## config.mk

```make
export PLATFORM = sky130hd
export DESIGN_NAME = sprite_ckey_comp
export DESIGN_NICKNAME = d
export VERILOG_FILES = /design/src/rtl/ckey_pkg.sv /design/src/rtl/ckey_cfg.sv /design/src/rtl/ckey_match.sv /design/src/rtl/sprite_ckey_comp.sv
export SDC_FILE = /design/constraint.sdc
export NUM_CORES = 1
export LEC_CHECK = 0
export BUFFER_PORTS_ARGS = -buffer_cell sky130_fd_sc_hd__buf_2
export CORE_MARGIN = 8
export CORE_UTILIZATION = 55
export CTS_CLUSTER_SIZE = 12
export DETAILED_ROUTE_END_ITERATION = 12
export GPL_ROUTABILITY_DRIVEN = 1
export HOLD_SLACK_MARGIN = 0.12
export PLACE_DENSITY = 0.76
export SETUP_SLACK_MARGIN = 0.5
export SYNTH_ARGS = -nofsm -noshare
export SYNTH_HDL_FRONTEND = slang
export SYNTH_SLANG_ARGS = --single-unit
```

## constraint.sdc

```tcl
create_clock -name clk_i -period 3.8 [get_ports clk_i]
set_clock_uncertainty 0.1 [all_clocks]
set_input_delay 0.57 -clock clk_i [delete_from_list [all_inputs] [get_ports clk_i]]
set_output_delay 0.57 -clock clk_i [all_outputs]
set_load 0.01 [all_outputs]
```

## src/rtl/ckey_pkg.sv

```systemverilog
package ckey_pkg;
  typedef enum logic {FMT_RGB = 1'b0, FMT_YUV = 1'b1} pix_fmt_e;
  typedef enum logic [1:0] {
    REG_MIN  = 2'd0,
    REG_MASK = 2'd1,
    REG_MAX  = 2'd2,
    REG_MODE = 2'd3
  } cfg_reg_e;
  localparam int MODE_W   = 3;
  localparam int MODE_OFF = 0;
  localparam int MODE_DST = 1;
  localparam int MODE_SRC = 2;
  localparam logic [MODE_W-1:0] MODE_RESET = 3'b001;
endpackage

```

## src/rtl/ckey_cfg.sv

```systemverilog
module ckey_cfg
  import ckey_pkg::*;
#(
  parameter int PIX_W = 24
) (
  input  logic                 clk_i,
  input  logic                 rst_ni,
  input  logic                 we_i,
  input  logic [1:0]           addr_i,
  input  logic [PIX_W-1:0]     wdata_i,
  input  logic                 frame_start_i,
  output logic [PIX_W-1:0]     act_min_o,
  output logic [PIX_W-1:0]     act_mask_o,
  output logic [PIX_W-1:0]     act_max_o,
  output logic [MODE_W-1:0]    act_mode_o,
  output logic                 err_o
);
  logic [PIX_W-1:0]  stg_min, stg_mask, stg_max;
  logic [MODE_W-1:0] stg_mode, new_mode;
  logic              mode_wr, mode_bad;

  assign new_mode = wdata_i[MODE_W-1:0];
  assign mode_wr  = we_i && (addr_i == REG_MODE);
  // more than one mode bit set
  assign mode_bad = (new_mode[0] & new_mode[1]) | (new_mode[0] & new_mode[2]) |
                    (new_mode[1] & new_mode[2]);

  always_ff @(posedge clk_i or negedge rst_ni) begin
    if (!rst_ni) begin
      stg_min  <= '0;
      stg_mask <= '0;
      stg_max  <= '0;
      stg_mode <= MODE_RESET;
      err_o    <= 1'b0;
    end else begin
      err_o <= mode_wr && mode_bad;
      if (we_i) begin
        unique case (addr_i)
          REG_MIN:  stg_min  <= wdata_i;
          REG_MASK: stg_mask <= wdata_i;
          REG_MAX:  stg_max  <= wdata_i;
          default:  if (!mode_bad) stg_mode <= new_mode;
        endcase
      end
    end
  end

  always_ff @(posedge clk_i or negedge rst_ni) begin
    if (!rst_ni) begin
      act_min_o  <= '0;
      act_mask_o <= '0;
      act_max_o  <= '0;
      act_mode_o <= MODE_RESET;
    end else if (frame_start_i) begin
      act_min_o  <= stg_min;
      act_mask_o <= stg_mask;
      act_max_o  <= stg_max;
      act_mode_o <= stg_mode;
    end
  end
endmodule

```

## src/rtl/ckey_match.sv

```systemverilog
module ckey_match #(
  parameter int CH_W = 8,
  parameter int NCH  = 3,
  localparam int PIX_W = CH_W * NCH
) (
  input  logic [PIX_W-1:0] pix_i,
  input  logic [PIX_W-1:0] kmin_i,
  input  logic [PIX_W-1:0] kmask_i,
  input  logic [PIX_W-1:0] kmax_i,
  input  logic             range_en_i,
  output logic             hit_o
);
  logic [NCH-1:0] ch_hit;

  for (genvar c = 0; c < NCH; c++) begin : g_ch
    logic [CH_W-1:0] m, v, lo, hi;
    assign m  = kmask_i[c*CH_W +: CH_W];
    assign v  = pix_i[c*CH_W +: CH_W] & m;
    assign lo = kmin_i[c*CH_W +: CH_W] & m;
    assign hi = kmax_i[c*CH_W +: CH_W] & m;
    assign ch_hit[c] = range_en_i ? ((v >= lo) && (v <= hi)) : (v == lo);
  end

  assign hit_o = &ch_hit;
endmodule

```

## src/rtl/sprite_ckey_comp.sv

```systemverilog
module sprite_ckey_comp
  import ckey_pkg::*;
#(
  parameter int CH_W = 8,
  parameter int NCH  = 3,
  localparam int PIX_W = CH_W * NCH
) (
  input  logic             clk_i,
  input  logic             rst_ni,
  input  logic             cfg_we_i,
  input  logic [1:0]       cfg_addr_i,
  input  logic [PIX_W-1:0] cfg_wdata_i,
  input  logic             frame_start_i,
  output logic             cfg_err_o,
  input  logic             in_valid_i,
  output logic             in_ready_o,
  input  logic [PIX_W-1:0] spr_pix_i,
  input  logic [PIX_W-1:0] pri_pix_i,
  input  logic             fmt_i,
  output logic             out_valid_o,
  input  logic             out_ready_i,
  output logic [PIX_W-1:0] out_pix_o,
  output logic             out_fmt_o
);
  logic [PIX_W-1:0]  act_min, act_mask, act_max, sel_pix;
  logic [MODE_W-1:0] act_mode;
  logic              spr_hit, pri_hit, accept;

  ckey_cfg #(.PIX_W(PIX_W)) u_cfg (
    .clk_i, .rst_ni,
    .we_i          (cfg_we_i),
    .addr_i        (cfg_addr_i),
    .wdata_i       (cfg_wdata_i),
    .frame_start_i (frame_start_i),
    .act_min_o     (act_min),
    .act_mask_o    (act_mask),
    .act_max_o     (act_max),
    .act_mode_o    (act_mode),
    .err_o         (cfg_err_o)
  );

  // source key: range on YUV, equality on RGB
  ckey_match #(.CH_W(CH_W), .NCH(NCH)) u_spr_match (
    .pix_i (spr_pix_i), .kmin_i (act_min), .kmask_i (act_mask), .kmax_i (act_max),
    .range_en_i (fmt_i == FMT_YUV), .hit_o (spr_hit)
  );

  // destination key: always equality
  ckey_match #(.CH_W(CH_W), .NCH(NCH)) u_pri_match (
    .pix_i (pri_pix_i), .kmin_i (act_min), .kmask_i (act_mask), .kmax_i (act_max),
    .range_en_i (1'b0), .hit_o (pri_hit)
  );

  always_comb begin
    if (act_mode[MODE_SRC])      sel_pix = spr_hit ? pri_pix_i : spr_pix_i;
    else if (act_mode[MODE_DST]) sel_pix = pri_hit ? spr_pix_i : pri_pix_i;
    else                         sel_pix = spr_pix_i;
  end

  assign in_ready_o = !out_valid_o || out_ready_i;
  assign accept     = in_valid_i && in_ready_o;

  always_ff @(posedge clk_i or negedge rst_ni) begin
    if (!rst_ni) begin
      out_valid_o <= 1'b0;
      out_pix_o   <= '0;
      out_fmt_o   <= 1'b0;
    end else if (accept) begin
      out_valid_o <= 1'b1;
      out_pix_o   <= sel_pix;
      out_fmt_o   <= fmt_i;
    end else if (out_ready_i) begin
      out_valid_o <= 1'b0;
    end
  end
endmodule

```

==> results, run 1 <==
- The area of the core region is 15800 um^2.
- The overall die height is 143 um.
- The net count after synthesis is 893.
- The area share of xor/xnor cells in the synthesized design is 2.78%.
- The via count of the first global-routing pass is 6671.
- The fraction of power consumed by the clock network is 30.7%.
- The count of nets left with antenna violations after detail routing is 0.
- In this run the count of I/O pins placed on the die edge is 109.
- The initial DRC count is 401.
- The total count of max-transition violations in the final report is 0.
- The DRC violation count after routing is 0.
- The most critical setup path has its startpoint at u_cfg.act_mask_o[13].
- The area fraction in compound gates after synthesis is 8.72%.
- The net total in the final layout is 993.
- The count of cell types in the netlist is 44.
- The synthesized netlist occupies a cell area of 8810 um^2.
- OpenSTA, run right after detailed placement, puts the worst setup slack at 0.297 ns.
- The arrival time at the worst endpoint is 3.41 ns.
- The total routed wirelength is 22100 um.
- Entering global routing, the biggest net connects 90 pins.
- The type of the most critical hold path is input port to async pin.
- The maximum frequency from static timing analysis is 0.312 GHz.
- Clock latency on the worst-skew pair, taken at its later pin, is 0.43 ns.
- The worst vdd rail ir drop is 0.339 mV.
- The effective utilization at floorplan is 55.9%.
- The number of hold violations in the final report is 0.
- The tree built by TritonCTS fans out to 175 sinks.
- For the finished layout, the period the worst path requires is 3.21 ns.
- In this run switching power makes up 30.9% of total power.
- Of the total synthesized cell area, the portion taken by AND, OR, NAND and NOR gates is 12.1%.
- The reg-to-reg endpoint is out_pix_o[19].
- TritonCTS built the clock tree.
- After synthesis, the largest family of logic cells by area is multiplexers.
- STA classifies the critical path endpoint as a flop.
- Cells fill 65.0% of the core in the end.
- The relative contribution of combinational cells to total power is 25.3%.
- Detailed placement finished with a half-perimeter wire length of 15300 um.
- The initial antenna violation count is 0.
- The max-capacitance violation count is 0.
- The synthesized netlist devotes 6.25% of its cell area to adder and majority cells.
- The filler cells instantiated in the layout total 1286.
- The weighted congestion reported at the end of routability-driven placement is 0.840.
- The master cell of the clock root buffer is clkbuf_16.
- 0 antenna diodes ended up in the layout.
- The final setup violation count is 0.
- The number of H-tree levels is 4.
- After detailed routing, the average wire length per cell comes to 20.2 um.
- The internal cell power is 4020 uW.
- The fraction of power consumed by sequential logic is 43.9%.
- In this run the worst setup path terminates at out_pix_o[19].
- For this run, the register share of the synthesized area comes to 49.7%.
- The number of warning messages in the yosys log is 0.
- The tightest hold path in the finished design has a slack of 0.126 ns.
- After floorplanning, the core was divided into 46 placement rows.
- The type of the worst setup path is flop to flop.
- For this run, the detailed router's first-pass iteration total came to 5.
- Measured in cells, the most critical reg-to-reg path has a length of 10.
- The post-layout total power is 5820 uW.
- The detailed router placed 6473 vias in this run.
- The synthesized area per cell is 11.5 um^2.
- In this run the power spent charging and discharging nets is 1800 uW.
- In the layout the commonest cells are dfrtp_1, mux2_2, buf_2, nand2_1, ha_1.
- The first global-routing pass estimated 35200 um of wire.
- The endpoint required time on the critical path is 4.01 ns.
- The post-synthesis to final-layout area growth is 16.3%.
- The share of synthesized area spent on multiplexers is 18.3%.
- Of all flip-flops after synthesis, the portion carrying an async set or reset was 100%.
- The run finished with clean final reports.
- In the final timing run, aggregate negative setup slack is 0 ns.
- The ratio of cells with drive above 1 in the final layout is 34.2%.
- Synthesis inferred 175 register bits.
- The slew of the pin with the lowest slew margin is 0.985 ns.
- The die area is 20300 um^2.
- For this run, the total global-route usage over all layers was measured as 22.4%.
- The highest net fanout along the worst path is 13.
- The library cell used most frequently in the layout, excluding fill and tap cells, is dfrtp_1.
- In the synthesized netlist the dominant register cell turns out to be dfrtp_1.
- In this run the deepest clock path goes through 2 buffers.
- Of the available clock period, the critical path in the final layout requires 84.4%.
- Using the TritonRoute via totals, the vias-per-cell ratio works out to 5.90.
- The number of enable flip-flop cells after synthesis is 0.
- The power density of the placed cells is 567 nW/um^2.
- The worst register-to-register path has a setup slack of 0.59 ns.
- Synthesis produced 768 cells.
- Buffers placed on the I/O ports in this run total 108.
- Clock-pin slew was measured on the worst setup and hold paths at 0.06 ns.
- The floorplan step set the die width to 143 um.
- Summed over all cells, the static leakage comes to 0.00460 uW.
- The worst setup path is launched from a flop.
- The post-route worst setup slack is 0.592 ns.
- The startpoint of the worst register-to-register path is u_cfg.act_mask_o[13].
- Setup repair after global routing left no endpoint under its margin.
- Headroom to the max-slew limit came out at 34.4%.
- The number of CTS-inserted buffers is 17.
- Summed over all layers, the global routing overflow is 0.
-- sequential cells by signal, summed over array words and instances (netlist names), 24 cells and up --
signal / flops
u_cfg.act_max_o: 24
out_pix_o: 24
u_cfg.act_mask_o: 24
u_cfg.act_min_o: 24
u_cfg.stg_mask: 24
u_cfg.stg_max: 24
u_cfg.stg_min: 24
-- timing repair --
item	CTS	global route
hold buffers	0	0
resized for setup	0	2
setup buffers	0	2
endpoints found under the setup margin	0	11
-- cell usage after synthesis, types with 2 or more instances --
| cell type | count | area, um^2 |
|---|---|---|
| mux2_2 | 143 | 1610 |
| a21o_1 | 4 | 30.0 |
| a21oi_1 | 34 | 170 |
| o2111ai_1 | 23 | 201 |
| dfrtp_1 | 175 | 4380 |
| o211ai_1 | 3 | 22.5 |
| nand2b_1 | 2 | 12.5 |
| ha_1 | 44 | 551 |
| nand3b_1 | 2 | 15.0 |
| nor2_1 | 30 | 113 |
| nor3_1 | 3 | 15.0 |
| buf_2 | 4 | 20.0 |
| nor2b_1 | 6 | 37.5 |
| a22oi_1 | 12 | 90.1 |
| and4_1 | 3 | 26.3 |
| o21ai_0 | 20 | 100 |
| buf_1 | 5 | 18.8 |
| xor2_1 | 26 | 228 |
| inv_1 | 9 | 33.8 |
| nand3_1 | 24 | 120 |
| xnor2_1 | 2 | 17.5 |
| nand2_1 | 81 | 304 |
| a211oi_1 | 6 | 45.0 |
| a31oi_1 | 2 | 12.5 |
| nand4_1 | 8 | 50.1 |
| and2_1 | 26 | 163 |
| nand4b_1 | 2 | 17.5 |
| or3_1 | 23 | 144 |
| and4b_1 | 2 | 20.0 |
| clkbuf_1 | 30 | 113 |
-- stage by stage --
step	std cells	area (um^2)
floorplan	768	8810
global placement	1062	9610
detailed placement	1062	9610
CTS	1094	10200
global route	1097	10300
finish	1097	10300
-- how the worst min path moves through the flow --
stage / endpoint / startpoint / depth (start not counted)
3_5_place_dp: out_fmt_o / out_fmt_o / 2
5_1_grt: u_cfg.stg_min[15] / rst_ni / 1
6_report: u_cfg.stg_mask[14] / rst_ni / 1
4_1_cts: u_cfg.stg_min[15] / rst_ni / 1
3_3_place_gp: out_fmt_o / out_fmt_o / 2
2_1_floorplan: out_fmt_o / rst_ni / 0
-- logic make-up after synthesis --
| logic type | Yosys count |
|---|---|
| fa+ha+maj | 44 |
| flops | 175 |
| buf+inv | 49 |
| mux | 143 |
| compound gates | 114 |
| simple gates | 215 |
| xor+xnor | 28 |
-- metal layers --
metal	wire (um)	vias to the layer above	global-route usage, %
met3	1210	41	4.13
met4	574	0	8.67
met5	0	-	0
met2	10500	211	36.6
met1	9800	3231	29.0
li1	-	2990	-
-- critical path: stages (launching register included) --
cell and delay, ns:
dfrtp_1 0.46, and2_1 0.19, ha_1 0.32, and4_1 0.23
o211ai_1 0.11, o21bai_1 0.14, a31oi_1 0.22, or4_4 0.59
buf_12 0.18, o2111ai_2 0.17, or3b_1 0.36
-- area by class of cell --
type                    instances  area [um^2]  area share [%]
clock buffers                  22          464            4.53
clock inverters                10          136            1.33
inverters                       9         33.8           0.329
multi-input cells             545         4280            41.8
flip-flops and latches        175         4380            42.7
well taps                     216          270            2.64
repair buffers                120          687            6.70
-- power by group through the flow --
stage	registers, uW	clock network (uW)	logic [uW]
5_1_grt	2600	1890	1630
6_report	2550	1790	1470
3_5_place_dp	2580	0	1430
4_1_cts	2550	1810	1450
2_1_floorplan	2500	0	963
3_3_place_gp	2560	0	1380
(Power assumes the default switching activity.)
==> inputs of run 2 (changes only) <==
CORE_UTILIZATION = 53   (was 55)
PLACE_DENSITY = 0.77   (was 0.76)
clock period = 2.8 ns   (was 3.8 ns; I/O delays follow)
==> run 2 against run 1 <==
  * The flow now finishes with violations (negative setup slack)
  * Power rose by 42%
  * Final cell count rose by 4.5%
  * Die area rose by 3.4%
  * Register-to-register slack got worse by 0.79 ns
  * Combinational power rose by 56%
  * Largest cell class is now multi-input gates
  * Largest power group unchanged
==> results, run 2 (same netlist as run 1, synthesis figures left out) <==
- The flow ran to the end, but the final reports show violations.
- The final reports fail on negative setup slack.
- The overall die height is 145 um (+1.7%).
- The number of hold violations in the final report came to 0 (unchanged).
- The total count of max-transition violations in the final report is 0 (unchanged).
- The worst-case clock buffer depth is 2 (unchanged).
- The slew of the pin with the lowest slew margin came to 0.982 ns (-0.00222 ns).
- The instance area at placement is 9960 um^2 (+3.6%).
- The number of vias in the routed layout is 6684 (+3.3%).
- The maximum frequency from static timing analysis is 0.334 GHz (+7.2%).
- The critical path depth came to 10 (unchanged).
- The power density of the placed cells is 764 nW/um^2 (+35%).
- The clock sink total is 175 (unchanged).
- Setup repair after global routing could not meet its margin everywhere.
- The type of the worst setup path is flop to flop.
- The relative contribution of combinational cells to total power was 27.6% (+2.3 points).
- The slowest stage of the critical path is the or4_4 cell.
- The final setup violation count is 24 (+24).
- The ratio of cells with drive above 1 in the final layout is 40.1% (+5.9 points).
- The switching component of the power was 2560 uW (+42%).
- The post-route worst setup slack is -0.194 ns (-0.785 ns).
- The detail-routed net length per standard cell is 20.1 um (-0.46%).
- The type of the most critical hold path is input port to flop.
- The weighted congestion reported at the end of routability-driven placement is 0.844 (+0.48%).
- The count of nets left with antenna violations after detail routing is 0 (unchanged).
- The number of H-tree levels is 4 (unchanged).
- The startpoint identified for the worst hold timing path is cfg_wdata_i[11].
- STA classifies the critical path endpoint as a flop.
- The number of antenna repair diodes is 0 (unchanged).
- The launch point of the worst path is u_cfg.act_mask_o[3].
- The fraction of power consumed by sequential logic came to 42.0% (-1.9 points).
- The fill cell instance count of the final layout came to 1209 (-6.0%).
- The effective utilization at floorplan was 53.7% (-2.2 points).
- The DRC violation count after routing was 0 (unchanged).
- The initial DRC count is 385 (-4.0%).
- The total routed wirelength is 23000 um (+4.0%).
- The largest net degree at the start of global routing is 66 (-27%).
- The final global-route overflow total was 0 (unchanged).
- The clock latency of the later-clocked register in the worst-skew pair came to 0.44 ns (about the same).
- The switching share of power is 30.9% (about the same).
- The register clock-pin slew on the reported worst setup and hold paths is 0.07 ns (about the same).
- The arrival time at the worst endpoint is 3.27 ns (-0.14 ns).
- The worst hold slack across all endpoints is 0.141 ns (+0.0151 ns).
- The chip width is 145 um (+1.7%).
- The worst-case headroom to the max-slew limit is 34.5% (+0.15 points).
- The max-capacitance violation count is 0 (unchanged).
- The master cell of the clock root buffer is clkbuf_16.
- TritonCTS built the clock tree.
- Compared with the post-synthesis result, the final layout area differs by 22.9%.
- The fraction of power consumed by the clock network came to 30.4% (-0.3 points).
- The part of the cycle the worst path needs is 107% (+22 points).
- The wire length of the first global-routing pass came to 36900 um (+4.9%).
- The cell total after placement came to 1100 (+3.6%).
- The worst setup path is launched from a flop.
- The worst register-to-register path begins at u_cfg.act_mask_o[3].
- Walking the worst path, the cells encountered are and2_4 -> ha_4 -> and4b_1 -> o21ai_1 -> o211ai_1 -> o221a_1 -> or4_4 -> buf_8 -> or3_4 -> nand3_2.
- The share of the core filled with cells is 66.0% (+1.0 points).
- The area of the core region is 16400 um^2 (+4.0%).
- The peak per-stage delay on the critical path is 0.68 ns (+0.09 ns).
- The net total in the final layout is 1038 (+4.5%).
- The top-level port count is 109 (unchanged).
- The register-to-register path setup slack is -0.19 ns (-0.79 ns).
- Leaving out fill and tap cells, the most frequent cell in the layout is dfrtp_1.
- In this run the critical register-to-register path is captured at out_pix_o[0].
- The worst hold path was traced through 2 stages.
- The highest net fanout along the worst path is 7 (-6).
- The internal cell power is 5720 uW (+42%).
- The all-layer global routing usage is 22.0% (-0.42 points).
- The number of buffers and inverters on the critical path is 1 (unchanged).
- The leakage power total came to 0.00491 uW (+6.7%).
- The end point of the most critical hold path is u_cfg.stg_max[11].
- The number of port buffers came to 108 (unchanged).
- The path depth of the worst reg2reg path is 10 (unchanged).
- The number of search-and-repair iterations in the first detailed-routing pass is 5 (unchanged).
- The site row count is 47 (+2.2%).
- The die area is 21000 um^2 (+3.4%).
- The final non-filler cell area is 10800 um^2 (+5.6%).
- The per-cell via count in the routed design came to 5.83 (-1.2%).
- The endpoint required time on the critical path is 3.07 ns (-0.94 ns).
- The post-route minimum period is 2.99 ns (-0.215 ns).
- The number of non-filler instances in the completed layout is 1146 (+4.5%).
- The half-perimeter wire length of the detailed placement result is 16000 um (+5.1%).
- The via count of the first global-routing pass is 6784 (+1.7%).
- The worst vdd rail ir drop came to 0.562 mV (+66%).
- The initial antenna violation count is 0 (unchanged).
- The number of CTS-inserted buffers came to 17 (unchanged).
- The setup TNS after final layout is -3.64 ns (-3.64 ns).
- The kind of cell with the highest combined delay along the critical path is simple AND/OR/NAND/NOR gates.
- Leaving out fill and tap cells, the most frequent cells in the layout are dfrtp_1, mux2_2, buf_2, nand2_1, buf_4.
[run 2: changes by cell type in the layout (fill, tap and decap cells not counted), moves of 4 or more]
cell and change:
nand3_2 +4, and2_1 -8, and2_4 +8, buf_4 +34, nand3_1 -4
[run 2: per-stage QoR]
step	setup slack [ns]	power, uW
final	-0.194	8280
after global routing	-0.266	8700
after CTS	-0.125	8260
after detailed placement	-0.265	5620
after global placement	-0.188	5530
after floorplan	0.0999	4730
[run 2: how the worst max path moves through the flow]
stage	to	slack, ns
finish	out_pix_o[0]	-0.19
global route	out_pix_o[0]	-0.27
CTS	out_pix_o[9]	-0.12
detailed placement	out_pix_o[1]	-0.27
global placement	out_pix_o[9]	-0.19
floorplan	out_pix_o[19]	0.1
[run 2: cell type report]
type,instances,area [um^2],area share [%]
clock inverter,11,154,1.42
multi-input combinational,545,4400,40.6
timing repair buffer,165,1110,10.2
clock buffer,21,480,4.44
sequential,175,4380,40.4
inverter,9,33.8,0.312
tap,220,275,2.54
[run 2: worst register-to-register path, cell delays in order (launching register included)]
cell and delay, ns:
dfrtp_1 0.41, and2_4 0.18, ha_4 0.21, and4b_1 0.19
o21ai_1 0.13, o211ai_1 0.11, o221a_1 0.30, or4_4 0.68
buf_8 0.19, or3_4 0.36, nand3_2 0.07
[run 2: what timing repair did]
action,in CTS,in global routing
endpoints found under the setup margin,24,24
cloned,3,1
buffers inserted,6,2
gates resized for setup,15,9
endpoints found under the hold margin,62,0
pin swaps,12,17
hold buffers,2,0
[run 2: power by group through the flow]
stage          clock network [uW]  registers [uW]  logic (uW)
2_1_floorplan                   0            3400        1330
3_3_place_gp                    0            3470        2060
3_5_place_dp                    0            3500        2130
4_1_cts                      2550            3460        2250
5_1_grt                      2650            3530        2520
6_report                     2520            3470        2290
[run 2: routing by layer]
layer	global-route usage, %	up-vias	wire, um
met5	0	-	0
met4	7.84	0	532
met3	5.57	39	1290
met2	35.1	212	11000
met1	28.5	3343	10200
li1	-	3090	-
==> inputs of run 3 (changes only) <==
CELL_PAD_IN_SITES_DETAIL_PLACEMENT = 1   (was default)
CELL_PAD_IN_SITES_GLOBAL_PLACEMENT = 1   (was default)
CORE_UTILIZATION = 42   (was 53)
PLACE_DENSITY = default   (was 0.77)
PLACE_DENSITY_LB_ADDON = 0.1   (was default)
==> run 3 against run 2 <==
  * The run still ends with negative setup slack left
  * Via count is 0.39% lower
  * Final cell count rose by 5.1%
  * Core utilization fell by 14 points
  * Count of clock-buffer cells in the layout fell by 3
  * Fmax is 2.3% higher
  * Register-to-register slack better by 0.07 ns
  * Non-clock buffer count rose by 4
  * Combinational power is 8% higher
  * Sequential power barely moved
  * Flip-flop and latch count unchanged
  * Cell area increased by 0.66%
  * Critical path type unchanged
  * Largest cell class unchanged
  * Largest power group unchanged
==> results, run 3 (same netlist as run 1, synthesis figures left out) <==
- Relative to the synthesized area, the layout overhead comes to 23.7%.
- The final global-route overflow total was 0 (unchanged).
- The site row count is 53 (+13%).
- The top cell family by delay on the critical path is simple AND/OR/NAND/NOR gates.
- The library cell used most frequently in the layout, excluding fill and tap cells, is dfrtp_1.
- The routed length on met1 was 11900 um (+17%).
- TritonCTS built the clock tree.
- The maximum frequency from static timing analysis is 0.342 GHz (+2.3%).
- The post-layout total power is 8430 uW (+1.8%).
- The number of H-tree levels was 4 (unchanged).
- The area of the core region came to 20800 um^2 (+27%).
- The post-route minimum period was 2.93 ns (-0.0684 ns).
- The number of CTS-inserted buffers came to 17 (unchanged).
- The half-perimeter wire length of the detailed placement result is 18900 um (+18%).
- The total routed wirelength is 26400 um (+15%).
- The effective utilization at floorplan was 42.3% (-11 points).
- The setup TNS after final layout is -1.99 ns (+1.66 ns).
- The run finished, with violations left.
- The share of the core filled with cells is 52.4% (-14 points).
- The number of search-and-repair iterations in the first detailed-routing pass is 7 (+2).
- The total count of max-transition violations in the final report came to 0 (unchanged).
- The cell total after placement is 1159 (+5.4%).
- The leakage power total is 0.00488 uW (-0.49%).
- The clock sink total is 175 (unchanged).
- The weighted congestion reported at the end of routability-driven placement came to 0.860 (+1.9%).
- The part of the cycle the worst path needs is 104% (-2.4 points).
- The final reports fail on negative setup slack.
- The fill cell instance count of the final layout is 2249 (+86%).
- The type of origin of the critical path is a flop.
- Setup repair after global routing could not meet its margin everywhere.
- The initial antenna violation count was 0 (unchanged).
- The worst-case headroom to the max-slew limit is 27.3% (-7.2 points).
- In this run the top signal layer used is met4.
- The initial DRC count is 383 (-0.52%).
- The DRC violation count after routing is 0 (unchanged).
- The worst vdd rail ir drop came to 0.400 mV (-29%).
- The peak per-stage delay on the critical path is 0.57 ns (-0.11 ns).
- STA classifies the critical path endpoint as a flop.
- The clock latency of the later-clocked register in the worst-skew pair came to 0.44 ns (about the same).
- The number of vias in the routed layout is 6658 (-0.39%).
- The wire length on met3 is 933 um (-28%).
- The highest net fanout along the worst path is 8 (+1).
- The max-capacitance violation count came to 0 (unchanged).
- The count of nets left with antenna violations after detail routing is 0 (unchanged).
- The overall die height was 161 um (+11%).
- The via count of the first global-routing pass was 7606 (+12%).
- The worst-case clock buffer depth is 2 (unchanged).
- The worst setup timing slack at the placement stage is -0.389 ns (-0.124 ns).
- The die area was 25900 um^2 (+23%).
- The routed length on met2 is 13000 um (+18%).
- The endpoint required time on the critical path was 3.07 ns (about the same).
- The number of antenna repair diodes is 0 (unchanged).
- The ratio of cells with drive above 1 in the final layout is 40.6% (+0.52 points).
- The number of buffers and inverters on the critical path is 1 (unchanged).
- The number of port buffers is 108 (unchanged).
- The number of non-filler instances in the completed layout was 1204 (+5.1%).
- The type of the most critical hold path is input port to flop.
- The master cell of the clock root buffer is clkbuf_16.
- The type of the worst setup path is flop to flop.
- The all-layer global routing usage is 21.0% (-1.0 points).
- The final setup violation count is 24 (unchanged).
- The critical path goes through and2_4 -> ha_4 -> and4b_1 -> o21ai_1 -> o211ai_1 -> o221a_1 -> or4_4 -> buf_4 -> or3_1 -> nand3_1.
- The power density of the placed cells came to 773 nW/um^2 (+1.1%).
- The register clock-pin slew on the reported worst setup and hold paths was 0.07 ns (about the same).
- The per-cell via count in the routed design was 5.53 (-5.2%).
- In the layout the commonest cells are dfrtp_1, mux2_2, buf_2, nand2_1, buf_4.
- The top-level port count is 109 (unchanged).
- The net total in the final layout is 1041 (+0.29%).
- The arrival time at the worst endpoint is 3.19 ns (-0.08 ns).
- The number of hold violations in the final report came to 0 (unchanged).
- The largest net degree at the start of global routing is 78 (+18%).
- The post-route worst setup slack is -0.125 ns (+0.0684 ns).
- The slew of the pin with the lowest slew margin is 1.09 ns (+0.108 ns).
- The detail-routed net length per standard cell is 21.9 um (+9.1%).
- The chip width is 161 um (+11%).
- The critical path's slowest cell is or4_4.
- The wire length of the first global-routing pass is 42800 um (+16%).
## run 3: area by class of cell
class | count | area (um^2) | area share [%]
multi-input cells | 544 | 4420 | 40.6
flip-flops and latches | 175 | 4380 | 40.2
repair buffers | 169 | 1110 | 10.2
clock buffers | 18 | 429 | 3.94
well taps | 275 | 344 | 3.16
clock inverters | 14 | 181 | 1.66
inverters | 9 | 33.8 | 0.310
## run 3: repair_timing
item	CTS	global route
pin swaps	3	5
hold buffers	2	0
buffers inserted	10	0
gates cloned	1	0
resized for setup	24	7
endpoints found under the setup margin	24	24
endpoints found under the hold margin	61	0
## run 3: final timing paths
check                           slack [ns]                  end  cells past startpoint           startpoint
worst max-delay path                 -0.13        out_pix_o[14]                     10  u_cfg.act_mask_o[3]
worst min-delay path                  0.14     u_cfg.stg_max[3]                      2       cfg_wdata_i[3]
worst max register to register       -0.13        out_pix_o[14]                     10  u_cfg.act_mask_o[3]
worst min register to register        0.40  u_cfg.act_min_o[11]                      1    u_cfg.stg_min[11]
max in group asynchronous             1.42        out_pix_o[22]                      3               rst_ni
min in group asynchronous             0.44  u_cfg.act_min_o[14]                      2               rst_ni
## run 3: metrics by stage
step	hold WS (ns)	area [um^2]
final	0.142	10900
after global routing	0.132	10900
after CTS	0.128	10900
after detailed placement	0.344	10100
after global placement	0.333	10100
after floorplan	0.0244	8860
## run 3: routing by layer
metal,vias up,GRT usage [%]
li1,3066,-
met1,3419,27.1
met4,0,7.15
met2,140,34.6
met3,33,3.92
met5,-,0
## run 3: where the power goes
group	switching (uW)	total (uW)	internal [uW]
clock	1090	2510	1420
combinational	1240	2470	1230
sequential	390	3440	3050
total	2720	8430	5700
## run 3: worst register-to-register path, cell delays in order, from the launching register on
cell and delay [ns]:
dfrtp_1 0.42, and2_4 0.17, ha_4 0.21, and4b_1 0.20
o21ai_1 0.14, o211ai_1 0.11, o221a_1 0.27, or4_4 0.57
buf_4 0.21, or3_1 0.38, nand3_1 0.09
